### src/rtl/serial_irq_pkg.sv
package serial_irq_pkg;
  localparam int ADDR_W = 2;

  typedef enum logic [ADDR_W-1:0] {
    REG_DATA = 2'd0,
    REG_STAT = 2'd1,
    REG_CMD  = 2'd2,
    REG_NONE = 2'd3
  } reg_sel_e;

  // source indices; the command register enable bit of source i is bit i
  localparam int NSRC   = 2;
  localparam int SRC_RX = 0;
  localparam int SRC_TX = 1;

  // status bit positions, decoded by the interrupt service software
  localparam int STAT_ANY_BIT = 7;
  localparam int STAT_TX_BIT  = 4;
  localparam int STAT_RX_BIT  = 3;
endpackage

### src/rtl/serial_irq_flag.sv
module serial_irq_flag #(
  parameter logic RESET_VAL = 1'b0
) (
  input  logic clk,
  input  logic rst,
  input  logic set_i,
  input  logic ack_i,
  output logic flag_q,
  output logic flag_d
);
  // an event beats an acknowledge in the same cycle
  always_comb flag_d = set_i ? 1'b1 : (ack_i ? 1'b0 : flag_q);

  always_ff @(posedge clk) begin
    if (rst) flag_q <= RESET_VAL;
    else     flag_q <= flag_d;
  end

  p_set_wins_r9: assert property (@(posedge clk) disable iff (rst)
    set_i |=> flag_q);

  // covers the receive acknowledge and the transmit acknowledge
  p_ack_clears_r3: assert property (@(posedge clk) disable iff (rst)
    (ack_i && !set_i) |=> !flag_q);

  p_hold_r2: assert property (@(posedge clk) disable iff (rst)
    (!set_i && !ack_i) |=> $stable(flag_q));
endmodule

### src/rtl/serial_irq_regs.sv
module serial_irq_regs
  import serial_irq_pkg::*;
#(
  parameter int DATA_W = 8
) (
  input  logic              clk,
  input  logic              rst,
  input  logic              cs,
  input  logic              rd,
  input  logic              wr,
  input  logic [ADDR_W-1:0] addr,
  input  logic [DATA_W-1:0] wdata,
  output logic [NSRC-1:0]   ack,
  output logic [NSRC-1:0]   en_q,
  output logic [NSRC-1:0]   en_d
);
  reg_sel_e sel;
  logic     wr_cmd;

  always_comb begin
    sel          = reg_sel_e'(addr);
    wr_cmd       = cs && wr && (sel == REG_CMD);
    ack          = '0;
    ack[SRC_RX]  = cs && rd && (sel == REG_DATA);
    ack[SRC_TX]  = cs && wr && (sel == REG_DATA);
    en_d         = wr_cmd ? wdata[NSRC-1:0] : en_q;
  end

  always_ff @(posedge clk) begin
    if (rst) en_q <= '0;
    else     en_q <= en_d;
  end

  p_cmd_load_r5: assert property (@(posedge clk) disable iff (rst)
    (cs && wr && addr == REG_CMD) |=> (en_q == $past(wdata[NSRC-1:0])));

  p_cmd_keep_r5: assert property (@(posedge clk) disable iff (rst)
    !(cs && wr && addr == REG_CMD) |=> $stable(en_q));
endmodule

### src/rtl/serial_irq_status.sv
module serial_irq_status
  import serial_irq_pkg::*;
#(
  parameter int DATA_W = 8
) (
  input  logic              clk,
  input  logic              rst,
  input  logic              cs,
  input  logic              rd,
  input  logic              wr,
  input  logic [1:0]        addr,
  input  logic [DATA_W-1:0] wdata,
  output logic [DATA_W-1:0] rdata,
  input  logic              rx_load,
  input  logic [DATA_W-1:0] rx_byte,
  input  logic              tx_done,
  output logic              irq_n
);
  logic [NSRC-1:0]   ack, en_q, en_d, set, flag_q, flag_d;
  logic [DATA_W-1:0] rx_hold, status;
  logic              any_q, any_d;

  serial_irq_regs #(.DATA_W(DATA_W)) u_regs (
    .clk(clk), .rst(rst), .cs(cs), .rd(rd), .wr(wr), .addr(addr),
    .wdata(wdata), .ack(ack), .en_q(en_q), .en_d(en_d)
  );

  always_comb begin
    set         = '0;
    set[SRC_RX] = rx_load;
    set[SRC_TX] = tx_done;
  end

  for (genvar i = 0; i < NSRC; i++) begin : g_src
    serial_irq_flag #(.RESET_VAL(i == SRC_TX)) u_flag (
      .clk(clk), .rst(rst), .set_i(set[i]), .ack_i(ack[i]),
      .flag_q(flag_q[i]), .flag_d(flag_d[i])
    );
  end

  always_ff @(posedge clk) begin
    if (rst)          rx_hold <= '0;
    else if (rx_load) rx_hold <= rx_byte;
  end

  always_comb begin
    any_q                = |(flag_q & en_q);
    any_d                = |(flag_d & en_d);
    status               = '0;
    status[STAT_ANY_BIT] = any_q;
    status[STAT_TX_BIT]  = flag_q[SRC_TX];
    status[STAT_RX_BIT]  = flag_q[SRC_RX];
  end

  // registered request tracks the next flag state, so it moves on the same edge
  always_ff @(posedge clk) begin
    if (rst) irq_n <= 1'b1;
    else     irq_n <= ~any_d;
  end

  always_ff @(posedge clk) begin
    if (rst) rdata <= '0;
    else if (cs && rd) begin
      case (reg_sel_e'(addr))
        REG_DATA: rdata <= rx_hold;
        REG_STAT: rdata <= status;
        REG_CMD:  rdata <= {{(DATA_W-NSRC){1'b0}}, en_q};
        default:  rdata <= '0;
      endcase
    end else rdata <= '0;
  end

  p_irq_level_r7: assert property (@(posedge clk) disable iff (rst)
    irq_n == !(|(flag_q & en_q)));

  p_disabled_quiet_r8: assert property (@(posedge clk) disable iff (rst)
    (en_q == '0) |-> irq_n);

  p_rdata_idle_r1: assert property (@(posedge clk) disable iff (rst)
    !$past(cs && rd) |-> (rdata == '0));
endmodule

### config.mk
export PLATFORM = sky130hd
export DESIGN_NAME = serial_irq_status
export DESIGN_NICKNAME = d
export VERILOG_FILES = /design/src/rtl/serial_irq_pkg.sv /design/src/rtl/serial_irq_flag.sv /design/src/rtl/serial_irq_regs.sv /design/src/rtl/serial_irq_status.sv
export SDC_FILE = /design/constraint.sdc
export NUM_CORES = 1
export LEC_CHECK = 0
export ABC_CLOCK_PERIOD_IN_PS = 800
export BUFFER_PORTS_ARGS = -buffer_cell sky130_fd_sc_hd__buf_4
export CORE_ASPECT_RATIO = 0.75
export CORE_MARGIN = 8
export CORE_UTILIZATION = 40
export DETAILED_ROUTE_END_ITERATION = 8
export PLACE_DENSITY = 0.68
export SYNTH_ARGS = -nofsm -noshare
export SYNTH_HDL_FRONTEND = slang
export SYNTH_SLANG_ARGS = --single-unit
### constraint.sdc
create_clock -name clk -period 0.8 [get_ports clk]
set_input_delay 0.08 -clock clk [delete_from_list [all_inputs] [get_ports clk]]
set_output_delay 0.08 -clock clk [all_outputs]
set_load 0.01 [all_outputs]
After elaboration in Yosys (flattened, before gate mapping). Cells that the tools add are included.

Flip-flop bits (word level): 21. Output and inout bits: 9. Input bits: 25.

Eq/ne operators: 2. Bitwise logic cells: 4. Mux-type cells: 6. Reductions and logical operators: 9.

Operators by type and width (count): one-hot mux 8 bit (3 select lines) (1); OR reduction 2 bit (3); logical AND 1 bit (5); AND 2 bit (2); two-way mux 1 bit (4); == test 2 x 1 -> 1 bit (second input constant) (1); == test 2 bit (second input constant) (1); logical NOT 2 bit (1); two-way mux 2 bit (1); inverter 1 bit (2).

Longest topological paths before layout.
Depth after elaboration: 7. Gate-level depth with buffers: 5.

Cells and area by module. From an unflattened synthesis, not the netlist that was laid out.

Cell total of the unflattened synthesis: 79. Area total of the unflattened synthesis: 907.1 µm².

By module, submodules not included: serial_irq_status (instances 1, cells an instance 54, area an instance 656.9 µm²); serial_irq_regs (instances 1, cells an instance 16, area an instance 158.9 µm²); serial_irq_flag at g_src[0].u_flag (instances 1, cells an instance 5, area an instance 50.0 µm²); serial_irq_flag at g_src[1].u_flag (instances 1, cells an instance 4, area an instance 41.3 µm²).

Worst setup path after synthesis. OpenSTA, ideal clock, no wires.

Kind: input-to-reg. Start: input port addr[0]. End: register irq_n. Slack: -80 ps. Arrival time: 763 ps. Required time: 683 ps. Setup time: 117 ps. Cell stages on the path: 5. Path buffers: 1. Path through: buf_6 -> nand4b_1 -> mux2i_1 -> o22ai_1 -> nand2b_1.

Word-level cells in the longest chain between the ends: 7. Elaborated cells between the ends (all ways): 13.

RTL lines: from (decl) (line serial_irq_status.sv:11) `input logic [1:0] addr,`; logical NOT 2 bit (line serial_irq_regs.sv:24, serial_irq_regs.sv:25); logical AND 1 bit, on equally long branches (line serial_irq_regs.sv:24, serial_irq_regs.sv:25); two-way mux 1 bit (2 in a row) (line serial_irq_flag.sv:12) `always_comb flag_d = set_i ? 1'b1 : (ack_i ? 1'b0 : flag_q);`; AND 2 bit (*) (line serial_irq_status.sv:48) `any_d = |(flag_d & en_d);`; OR reduction 2 bit (*) (line serial_irq_status.sv:48); inverter 1 bit (*) (line serial_irq_status.sv:58) `else irq_n <= ~any_d;`; to (signal assigned) (line serial_irq_status.sv:58); to (decl) (line serial_irq_status.sv:17) `output logic irq_n`.

Every way passes the cells marked *; elsewhere a longest branch is shown, timed or not. A chain may end at the register's enable or synchronous reset.

Worst setup path in the final report.
Start: register rdata[6]. End: output port rdata[6].

RTL lines: from (decl) (line serial_irq_status.sv:13) `output logic [DATA_W-1:0] rdata,`; from (signal assigned) (line serial_irq_status.sv:65) `REG_DATA: rdata <= rx_hold;`; from (signal assigned) (line serial_irq_status.sv:66) `REG_STAT: rdata <= status;`; from (signal assigned) (line serial_irq_status.sv:67) `REG_CMD: rdata <= {{(DATA_W-NSRC){1'b0}}, en_q};`.

No word-level cell between the ends.

==> impl_metrics.csv <==
group,metric,value,unit
logic_synthesis,syn-cell-area,776,µm²
global_route,antenna_found_initial,0,
route,drtIter0Drc,12,
sta,slew_headroom,86.5,%
logic_synthesis,synthCells,72,
logic_synthesis,syn_nets,97,
worst_setup_path,reg2reg_to,"rdata[7]$_SDFF_PP0_",
min_path,hold_end,"rx_hold[6]$_SDFFE_PP0P_",
global_route,use_met1,12.4,%
power,leakage,0.493,nW
cts,clk_latency,0.30,ns
sta,rsz0062_at_grt,"true",
global_route,grt_util_met3,5.38,%
sta,timing.final.max_slew_violations,0,
worst_setup_path,critPathTopFamily,"flip-flops",
worst_setup_path,crit_path_start_kind,"flip-flop",
sta,finalSetupViolations,9,
cts,root_buffer,"clkbuf_4",
route,routed_via_density,4.90,
sta,final-hold-violation-count,0,
placement,gp_congestion,0.770,
worst_setup_path,slowest_delay,0.34,ns
worst_setup_path,r2r_slack,0.02,ns
min_path,hold_class,"input pin to flip-flop",
logic_synthesis,ys_warn_count,0,
global_route,grt_pass1_wl,2800,µm
route,antenna_left,0,
sta,worst_slew_pin_slew,0.199,ns
worst_setup_path,worst-path-max-fanout,1,
worst_setup_path,startpoint,"rdata[6]$_SDFF_PP0_",
cts,clk_pin_slew_worst_paths,0.11,ns
floorplanning,die_w,66.9,µm
power,peakVddDrop,1.30,mV
cts,cts.sinks,21,
layout,final_common_cell,"buf_4",
worst_setup_path,r2r_cells,2,
global_route,grtUsageTotal,10.5,%
global_route,gr-total-overflow,0,
logic_synthesis,yosysUniqueCellTypes,19,
layout,drive_above_1_share,52.9,%
floorplanning,rows,13,
placement,place_inst,120,
run_status,violations,"negative setup slack",
layout,fin_area,0.00112,mm²
route,wl_per_cell,14.5,µm
worst_setup_path,cp_num_buf_inv,1,
worst_setup_path,cp_cell_sequence,"buf_6",
worst_setup_path,crit_slowest_cell,"dfxtp_2",
sta,layout_worst_path_cycle_share,104,%
worst_setup_path,worstSetupPathType,"flip-flop to output port",
layout,diodes,0,
route,totalWireLength,1820,µm
min_path,hold_start,"rx_byte[6]",
floorplanning,die_h,54.1,µm
placement,portBuffers,27,
layout,areaGrowthSynthToFinish,45.0,%
cts,cts_tree,"done",
run_status,status,"finished with violations",
worst_setup_path,cp.required,0.72,ns
placement,dp_slack,-0.137,ns
global_route,grt_busiest_layer,"met2",
route,routed-via-count,618,
logic_synthesis,postSynthAreaPerCell,10.8,µm²
layout,fin_cells,126,
placement,dpl_cell_area,0.00101,mm²
worst_setup_path,arrival,0.75,ns
worst_setup_path,setup.worst_path.end_class,"output port",
route,drc,0,
cts,cts_made_buffers,3,
floorplanning,core,0.00177,mm²
cts,htree_num_levels,1,
global_route,grt_pass1_vias,589,
worst_setup_path,r2r-start,"g_src[1].u_flag.flag_q$_SDFF_PP1_",
power,finalPower,0.00183,W
route,detail_route.first_pass.iterations,3,
sta,fin_crit,0.828,ns
logic_synthesis,synth-seq-cells,21,
floorplanning,ios,34,
sta,setup-tns-final,-0.179,ns
layout,final_nets,130,
sta,timing.fmax,1210,MHz
logic_synthesis,ys_seq_area_share,54.2,%
power,p_per_area,1630,mW/mm²
sta,setup_slack,-0.0281,ns
floorplanning,dieArea,0.00362,mm²
global_route,use_met2,16.0,%
cts,clock_path_buffers,2,
flow_run,cap_viol_max_count,0,
floorplanning,initial_core_util,43.8,%
layout,layout_common_cells,"buf_4, nor2_1, mux2i_1, dfxtp_2, buf_6",
min_path,hold_depth,3,
sta,finClkSkew,0.00602,ns
global_route,grt_max_degree,14,
[registers in the layout, indices dropped and copies added, names as in the netlist]
signal / cells
rx_hold: 8
g_src.u_flag.flag_q: 2
rdata: 8
u_regs.en_q: 2
irq_n: 1
[cell type report]
cell class / instances / area, µm²
clock buffers: 4 / 26.3
fillers: 157 / 648
multi-input cells: 47 / 355
flip-flops and latches: 21 / 439
well taps: 22 / 27.5
repair buffers: 32 / 277
[kinds of logic (layout without fill, tap and decap cells)]
| group | after synthesis | after routing | share of synthesized area [%] |
|---|---|---|---|
| flops | 21 | 21 | 54.2 |
| mux | 14 | 14 | 18.1 |
| buf+inv | 4 | 36 | 3.23 |
| compound gates | 5 | 5 | 5.16 |
| simple gates | 28 | 28 | 19.4 |
[metrics by stage]
step,utilization (%),hold slack [ns]
CTS,61.1,0.00112
detailed placement,56.9,0.300
floorplan,-,0.152
finish,63.4,0.00573
global placement,56.9,0.279
global route,63.4,0.00346
[report_power, final]
group	total [W]	internal (W)	leakage (nW)	switching, W
combinational	0.000232	0.000138	0.302	0.0000943
clock	0.000496	0.000194	0.0150	0.000302
sequential	0.00110	0.00108	0.176	0.0000233
[per-layer routing]
metal	vias up	part of all wire, %
li1	309	-
met4	0	2.6
met1	284	42
met2	19	47
met5	-	0
met3	6	7.3
[synth_stat cells]
master,count,area [µm²]
a21oi_2,1,8.76
nor2_1,16,60.1
a211oi_2,1,12.5
nand2_1,1,3.75
a22oi_1,1,7.51
clkbuf_1,1,3.75
mux2i_1,14,140
dfxtp_1,21,420
a21oi_1,1,5.00
and2_1,3,18.8
nor2_2,1,6.26
buf_6,1,11.3
or3_1,1,6.26
nand4b_1,1,8.76
nand2b_1,2,12.5
or3_4,1,11.3
buf_2,2,10.0
o22ai_1,1,6.26
nand4bb_1,2,22.5
[what timing repair did]
action                     in CTS  in global routing
buffers inserted                0                  1
setup endpoints to repair      11                 11
hold buffers                    1                  0
pin swaps                       0                  1
gates resized for setup        13                 14
hold endpoints to repair        1                  0
[tightest hold or removal path, delay by kind of cell]
kind	cells	cell delay, ns
AND/OR/NAND/NOR	1	0.07
multiplexers	1	0.05
buffers and inverters	1	0.07
[worst max-delay path by stage]
stage,to,slack [ns],cells past startpoint
2_1_floorplan,irq_n$_SDFF_PP1_,-0.08,5
3_5_place_dp,irq_n$_SDFF_PP1_,-0.14,5
6_report,rdata[6],-0.03,1
5_1_grt,rdata[3],-0.06,1
3_3_place_gp,irq_n$_SDFF_PP1_,-0.11,5
4_1_cts,rdata[6],-0.04,1
No activity file was read; power rests on OpenSTA's default activity.
